### config.mk
export PLATFORM = sky130hd
export DESIGN_NAME = fcmp_ccu
export DESIGN_NICKNAME = d
export VERILOG_FILES = /design/src/rtl/fcc_pkg.sv /design/src/rtl/fcc_classify.sv /design/src/rtl/fcc_relate.sv /design/src/rtl/fcc_ccreg.sv /design/src/rtl/fcc_movgate.sv /design/src/rtl/fcmp_ccu.sv
export SDC_FILE = /design/constraint.sdc
export NUM_CORES = 1
export LEC_CHECK = 0
export ABC_AREA = 1
export BUFFER_PORTS_ARGS = -buffer_cell sky130_fd_sc_hd__buf_2
export CORE_MARGIN = 10
export CORE_UTILIZATION = 45
export CTS_BUF_LIST = sky130_fd_sc_hd__clkbuf_8
export DETAILED_ROUTE_END_ITERATION = 6
export PLACE_DENSITY = 0.86
export SLEW_MARGIN = 20
export SYNTH_ARGS = -nofsm -noshare
export SYNTH_HDL_FRONTEND = slang
export SYNTH_SLANG_ARGS = --single-unit
### constraint.sdc
create_clock -name clk -period 2.98 [get_ports clk]
set_input_delay 0.149 -clock clk [delete_from_list [all_inputs] [get_ports clk]]
set_output_delay 0.149 -clock clk [all_outputs]
set_load 0.02 [all_outputs]
### src/rtl/fcc_pkg.sv
package fcc_pkg;

    typedef enum logic [1:0] {
        OP_CMP   = 2'd0,
        OP_MOVCC = 2'd1,
        OP_MOVZ  = 2'd2,
        OP_MOVN  = 2'd3
    } fcc_op_e;

    typedef enum logic [2:0] {
        PR_F   = 3'd0,
        PR_UN  = 3'd1,
        PR_EQ  = 3'd2,
        PR_UEQ = 3'd3,
        PR_OLT = 3'd4,
        PR_ULT = 3'd5,
        PR_OLE = 3'd6,
        PR_ULE = 3'd7
    } fcc_pred_e;

    // per-operand classification
    typedef struct packed {
        logic nan;
        logic zero;
        logic sign;
    } fp_class_t;

    // relation between two operands
    typedef struct packed {
        logic unord;
        logic eq;
        logic lt;
    } fp_rel_t;

    // Predicate evaluation: bits [2:1] pick the ordered relation,
    // bit 0 ORs in the shared unordered flag.
    function automatic logic pred_eval(fp_rel_t r, logic [2:0] code);
        logic base;
        case (code[2:1])
            2'b00:   base = 1'b0;
            2'b01:   base = r.eq;
            2'b10:   base = r.lt;
            default: base = r.lt | r.eq;
        endcase
        return (base & ~r.unord) | (code[0] & r.unord);
    endfunction

    // Status-word bit position of condition code idx
    function automatic int cc_pos(int idx, int pos0, int posn);
        return (idx == 0) ? pos0 : (posn + idx - 1);
    endfunction

    // Mask of status bits occupied by condition codes
    function automatic logic [63:0] cc_mask(int n, int pos0, int posn);
        logic [63:0] m;
        m = '0;
        for (int i = 0; i < n; i++) begin
            m[cc_pos(i, pos0, posn)] = 1'b1;
        end
        return m;
    endfunction

endpackage

### src/rtl/fcc_classify.sv
module fcc_classify
    import fcc_pkg::*;
#(
    parameter int DATA_W = 32,
    parameter int EXP_W  = 8
) (
    input  logic [DATA_W-1:0] val,
    output fp_class_t         cls,
    output logic [DATA_W-2:0] mag
);
    localparam int MAN_W = DATA_W - 1 - EXP_W;

    logic [EXP_W-1:0] exp_f;
    logic [MAN_W-1:0] man_f;

    assign exp_f = val[DATA_W-2 -: EXP_W];
    assign man_f = val[MAN_W-1:0];
    assign mag   = val[DATA_W-2:0];

    always_comb begin
        cls.sign = val[DATA_W-1];
        cls.nan  = (&exp_f) & (|man_f);
        cls.zero = ~|val[DATA_W-2:0];
    end

endmodule

### src/rtl/fcc_relate.sv
module fcc_relate
    import fcc_pkg::*;
#(
    parameter int MAG_W = 31
) (
    input  fp_class_t        cls_a,
    input  fp_class_t        cls_b,
    input  logic [MAG_W-1:0] mag_a,
    input  logic [MAG_W-1:0] mag_b,
    output fp_rel_t          rel
);
    logic both_zero;
    logic mag_eq;
    logic mag_lt;
    logic lt_raw;

    assign both_zero = cls_a.zero & cls_b.zero;
    assign mag_eq    = (mag_a == mag_b);
    assign mag_lt    = (mag_a < mag_b);

    always_comb begin
        if (cls_a.sign != cls_b.sign) begin
            lt_raw = cls_a.sign;
        end else if (cls_a.sign) begin
            lt_raw = ~mag_lt & ~mag_eq;
        end else begin
            lt_raw = mag_lt;
        end
    end

    always_comb begin
        rel.unord = cls_a.nan | cls_b.nan;
        rel.eq    = ~rel.unord & (both_zero | ((cls_a.sign == cls_b.sign) & mag_eq));
        rel.lt    = ~rel.unord & ~both_zero & lt_raw;
    end

    // ordered relations must vanish on NaN input
    always_comb begin
        if (rel.unord) begin
            assert_ordered_clear_R3: assert (!rel.eq && !rel.lt);
        end
        assert_eq_lt_excl_R2: assert (!(rel.eq && rel.lt));
    end

endmodule

### src/rtl/fcc_ccreg.sv
module fcc_ccreg
    import fcc_pkg::*;
#(
    parameter int CC_N   = 8,
    parameter int STAT_W = 32,
    parameter int POS0   = 23,
    parameter int POSN   = 25
) (
    input  logic                     clk,
    input  logic                     rst,
    input  logic                     wr_en,
    input  logic [$clog2(CC_N)-1:0]  wr_idx,
    input  logic                     wr_val,
    input  logic [$clog2(CC_N)-1:0]  rd_idx,
    output logic                     rd_val,
    output logic [STAT_W-1:0]        status
);
    localparam int IDX_W = $clog2(CC_N);
    localparam logic [STAT_W-1:0] USED = STAT_W'(cc_mask(CC_N, POS0, POSN));

    logic [CC_N-1:0] bits;

    for (genvar g = 0; g < CC_N; g++) begin : g_cc
        always_ff @(posedge clk) begin
            if (rst) begin
                bits[g] <= 1'b0;
            end else if (wr_en && (wr_idx == IDX_W'(g))) begin
                bits[g] <= wr_val;
            end
        end
    end

    always_comb begin
        status = '0;
        for (int i = 0; i < CC_N; i++) begin
            status[cc_pos(i, POS0, POSN)] = bits[i];
        end
    end

    assign rd_val = bits[rd_idx];

    assert_reset_clear_R7: assert property (@(posedge clk)
        rst |=> (status == '0));

    assert_unused_zero_R7: assert property (@(posedge clk) disable iff (rst)
        ((status & ~USED) == '0));

    assert_hold_R10: assert property (@(posedge clk) disable iff (rst)
        !wr_en |=> $stable(status));

    assert_write_R6: assert property (@(posedge clk) disable iff (rst)
        wr_en |=> (bits[$past(wr_idx)] == $past(wr_val)));

endmodule

### src/rtl/fcc_movgate.sv
module fcc_movgate
    import fcc_pkg::*;
#(
    parameter int INT_W = 32
) (
    input  logic             clk,
    input  logic             rst,
    input  logic             valid,
    input  fcc_op_e          op,
    input  logic             tf,
    input  logic             cc_bit,
    input  logic [INT_W-1:0] rt,
    output logic             en
);
    logic rt_zero;

    assign rt_zero = ~|rt;

    always_comb begin
        en = 1'b0;
        if (valid) begin
            case (op)
                OP_MOVCC: en = ~(tf ^ cc_bit);
                OP_MOVZ:  en = rt_zero;
                OP_MOVN:  en = ~rt_zero;
                default:  en = 1'b0;
            endcase
        end
    end

    assert_movcc_sense_R8: assert property (@(posedge clk) disable iff (rst)
        (valid && op == OP_MOVCC && tf && !cc_bit) |-> !en);

    assert_movn_zero_R9: assert property (@(posedge clk) disable iff (rst)
        (valid && op == OP_MOVN && rt == '0) |-> !en);

    assert_idle_R10: assert property (@(posedge clk) disable iff (rst)
        !valid |-> !en);

endmodule

### src/rtl/fcmp_ccu.sv
module fcmp_ccu
    import fcc_pkg::*;
#(
    parameter int DATA_W = 32,
    parameter int EXP_W  = 8,
    parameter int INT_W  = 32,
    parameter int CC_N   = 8,
    parameter int STAT_W = 32,
    parameter int POS0   = 23,
    parameter int POSN   = 25,
    parameter int FT_W   = 5
) (
    input  logic                    clk,
    input  logic                    rst,
    input  logic                    op_valid,
    input  logic [1:0]              op_kind,
    input  logic [2:0]              pred_code,
    input  logic [$clog2(CC_N)-1:0] cc_sel,
    input  logic [FT_W-1:0]         ft_num,
    input  logic                    tf_sel,
    input  logic [DATA_W-1:0]       fs_val,
    input  logic [DATA_W-1:0]       ft_val,
    input  logic [INT_W-1:0]        rt_val,
    output logic [STAT_W-1:0]       cc_status,
    output logic                    mv_en,
    output logic [DATA_W-1:0]       mv_data
);
    localparam int IDX_W = $clog2(CC_N);
    localparam int MAG_W = DATA_W - 1;

    fcc_op_e          op;
    fp_class_t        cls [2];
    logic [MAG_W-1:0] mag [2];
    logic [DATA_W-1:0] opnd [2];
    fp_rel_t          rel;
    logic             cmp_res;
    logic             cmp_wr;
    logic [IDX_W-1:0] mv_idx;
    logic             mv_cc;
    logic             unused_ft_low;

    assign op      = fcc_op_e'(op_kind);
    assign opnd[0] = fs_val;
    assign opnd[1] = ft_val;

    for (genvar k = 0; k < 2; k++) begin : g_opnd
        fcc_classify #(.DATA_W(DATA_W), .EXP_W(EXP_W)) u_cls (
            .val (opnd[k]),
            .cls (cls[k]),
            .mag (mag[k])
        );
    end

    fcc_relate #(.MAG_W(MAG_W)) u_rel (
        .cls_a (cls[0]),
        .cls_b (cls[1]),
        .mag_a (mag[0]),
        .mag_b (mag[1]),
        .rel   (rel)
    );

    assign cmp_res = pred_eval(rel, pred_code);
    assign cmp_wr  = op_valid & (op == OP_CMP);

    // code index for moves sits in the upper bits of the register field
    assign mv_idx        = ft_num[FT_W-1 -: IDX_W];
    assign unused_ft_low = ^ft_num[FT_W-IDX_W-1:0];

    fcc_ccreg #(.CC_N(CC_N), .STAT_W(STAT_W), .POS0(POS0), .POSN(POSN)) u_cc (
        .clk    (clk),
        .rst    (rst),
        .wr_en  (cmp_wr),
        .wr_idx (cc_sel),
        .wr_val (cmp_res),
        .rd_idx (mv_idx),
        .rd_val (mv_cc),
        .status (cc_status)
    );

    fcc_movgate #(.INT_W(INT_W)) u_mv (
        .clk    (clk),
        .rst    (rst),
        .valid  (op_valid),
        .op     (op),
        .tf     (tf_sel),
        .cc_bit (mv_cc),
        .rt     (rt_val),
        .en     (mv_en)
    );

    assign mv_data = fs_val;

    assert_movdata_R9: assert property (@(posedge clk) disable iff (rst)
        mv_en |-> (mv_data == fs_val));

    assert_move_keeps_cc_R10: assert property (@(posedge clk) disable iff (rst)
        (op_valid && op != OP_CMP) |=> $stable(cc_status));

endmodule

==> flow_summary.ini <==
[yosys]
number_of_warning_messages_in_the_yosys_log = 0
syn_area_mm2 = 0.002252
synth_edf_count = 0
synth_area_per_cell_um2 = 5.835
synth-async-reset-ratio_pct = 0
yosysSeqAreaShare_pct = 7.111
synthCells = 386
synth.lib_cells_used.distinct = 26
synth_flop_cell = sky130_fd_sc_hd__dfxtp_1
synth-seq-cells = 8

[clock_tree]
cts_repair_resize_count = 0
postCtsHoldBufs = 0
htreeDepth = 1
post_cts.repair.setup_buffers = 0
clockRootBuffer = sky130_fd_sc_hd__clkbuf_8
tritoncts_clock_tree = yes
ctsLongestPathBuffers = 2
cts.sinks = 8
clk_pin_slew_ns = 0.04
cts_made_buffers = 3
clock_insertion_delay_worst_skew_ns = 0.23

[floorplan]
die_w_um = 90.75
boundaryPins = 178
rows = 25
floorplan_die_height_um = 90.75
design.die.area_mm2 = 0.008235
initial_core_utilization_pct = 47.06
core-area_mm2 = 0.004786

[layout]
most-common-layout-cells = sky130_fd_sc_hd__buf_2, sky130_fd_sc_hd__nand2_1, sky130_fd_sc_hd__nor2_1, sky130_fd_sc_hd__inv_1, sky130_fd_sc_hd__ha_1
drive_above_1_share_pct = 34.12
leading_cell_type_in_the_layout_fill_and_taps_excluded = sky130_fd_sc_hd__buf_2
final_core_util_pct = 58.48
antenna_cells_inserted = 0
largest_register_ffs = 8
synth_to_layout_area_growth_pct = 24.28
fin_area_mm2 = 0.002799
num-nets-final = 653

[timing]
maximum_clock_skew_at_final_layout_ns = 0
period_minus_slack_ns = 1.807
grt_setup_unrepaired = false
timing.final.hold_violations = 0
timing.final.setup_violations = 0
maxClockFrequency_ghz = 0.5535
portion_of_the_clock_cycle_consumed_by_the_worst_path_in_the_final_layout_pct = 60.63
final_max_slew_viol_count = 0
setup_total_negative_slack_ns = 0

[critical_path]
worst_path_dominant_cell_family = compound AO/OA/AOI/OAI gates
origin_of_the_worst_setup_path = u_cc.status[23]
critical_path_required_ns = 2.83
timing.critical_path.cells = nor2_1, nor2_1, o21ai_0, o21ai_0, o21ai_1, xor2_1, nand3_1, a21oi_1, buf_2
setup.worst_path.class = flip-flop to primary output
start_kind = flip-flop
setup.worst_path.end_class = primary output
slowest_delay_ns = 0.32
critical_path_arrival_ns = 1.66
cp_num_buf_inv = 1
rrSetupSlack_ns = 2.24
crit_path_top_delay_cell = sky130_fd_sc_hd__dfxtp_1
r2r-start = u_cc.status[30]
cp_max_fo = 3

[outcome]
result_of_the_run = complete, no violations

[placed_design]
finalWeightedCongestion = 0.8511
portBuffers = 151
detailed_place_hpwl_mm = 6.812
dpl-instance-area_mm2 = 0.002758

[grt]
global_route_wire_length_before_repair_mm = 11.81
largest_net_degree_at_the_start_of_global_routing = 9
first_global_vias = 2711
gr-usage-all-layers_pct = 16.25
antenna_violations_before_repair = 0
gr-total-overflow = 0

[power_and_ir_drop]
power.switching_uw = 247.2
static-leakage-power_nw = 1.687
share_clk_of_total_power_pct = 22.1
intPower_uw = 328.6
power.ir.vdd_worst_mv = 0.1054
power_dens_cells_mw_per_mm2 = 205.7
pwr-share-seq_pct = 19.1
sw_frac_of_total_pct = 42.93
p_comb_share_pct = 58.7

[drt]
ant_nets = 0
post-route-drc-count = 0
wl_per_cell_um = 12.63
wirelength_mm = 7.252
detail_route.first_pass.iterations = 4
detailroute.via_count = 2680
initialDrtViolationCount = 83
post_drt_via_cell_ratio = 4.669

[flow_run]
drv_cap = 0

[hold_path]
min_from = rst
holdCritPathClass = primary input to flip-flop
-- synthesized netlist by cell type, types with 2 or more instances --
cell	count	area, um2
sky130_fd_sc_hd__a21oi_2	9	78.83
sky130_fd_sc_hd__o21ai_0	14	70.07
sky130_fd_sc_hd__a21oi_1	12	60.06
sky130_fd_sc_hd__nand2_2	4	25.02
sky130_fd_sc_hd__nand4_1	9	56.30
sky130_fd_sc_hd__a21o_1	2	15.01
sky130_fd_sc_hd__nand3_1	6	30.03
sky130_fd_sc_hd__nor3_1	2	10.01
sky130_fd_sc_hd__inv_2	2	7.510
sky130_fd_sc_hd__nor4_1	8	50.05
sky130_fd_sc_hd__ha_1	31	387.9
sky130_fd_sc_hd__dfxtp_1	8	160.2
sky130_fd_sc_hd__inv_1	55	206.5
sky130_fd_sc_hd__nor2_1	72	270.3
sky130_fd_sc_hd__buf_4	56	420.4
sky130_fd_sc_hd__nand2_1	86	322.8
-- worst paths after layout --
kind,to,cells past startpoint
setup / recovery,mv_en,9
hold / removal,u_cc.status[28],4
setup reg to reg,u_cc.status[30],2
hold reg to reg,u_cc.status[27],2
-- kinds of logic after synthesis --
family / after synthesis / share of synthesized area (%)
simple gates: 191 / 35.72
xor+xnor: 2 / 0.7779
fa+ha+maj: 31 / 17.22
buf+inv: 113 / 28.17
compound gates: 40 / 10.83
other cells: 1 / 0.1665
flops: 8 / 7.111
-- routing by layer --
metal / up-vias / track usage (%) / share of wire, %
met5: - / 0 / 0
met4: 0 / 3.448 / 1.3
met3: 8 / 4.073 / 8.7
met2: 115 / 31.61 / 52
met1: 1167 / 16.85 / 38
li1: 1390 / - / -
-- stage by stage --
stage | power, mW | hold slack, ns | setup WS [ns] | cells
final | 0.5758 | 0.2967 | 1.173 | 574
after global routing | 0.6300 | 0.3360 | 0.9885 | 574
after CTS | 0.5799 | 0.2920 | 1.165 | 574
after detailed placement | 0.4505 | 0.5254 | 1.141 | 571
after global placement | 0.4391 | 0.5127 | 1.189 | 571
after floorplan | 0.3575 | 0.3877 | 1.428 | 409
-- tightest hold or removal path, stage by stage --
cell                      delay (ns)
sky130_fd_sc_hd__buf_2          0.08
sky130_fd_sc_hd__inv_1          0.10
sky130_fd_sc_hd__o21ai_0        0.12
sky130_fd_sc_hd__a21oi_2        0.03
-- power by group through the flow --
stage / Combinational [mW] / Sequential [mW] / Clock (mW)
after floorplan: 0.244 / 0.113 / 0
after CTS: 0.340 / 0.110 / 0.130
after detailed placement: 0.339 / 0.112 / 0
after global routing: 0.386 / 0.110 / 0.134
after global placement: 0.327 / 0.112 / 0
final: 0.338 / 0.110 / 0.127
-- final cells by class --
cell class	instances	area (um2)
fillers	489	1987
repair buffers	151	755.7
multi-input cells	288	1544
well taps	67	83.83
clock buffers	3	41.29
flip-flops and latches	8	160.2
inverters	57	214.0
(Power assumes the default switching activity.)
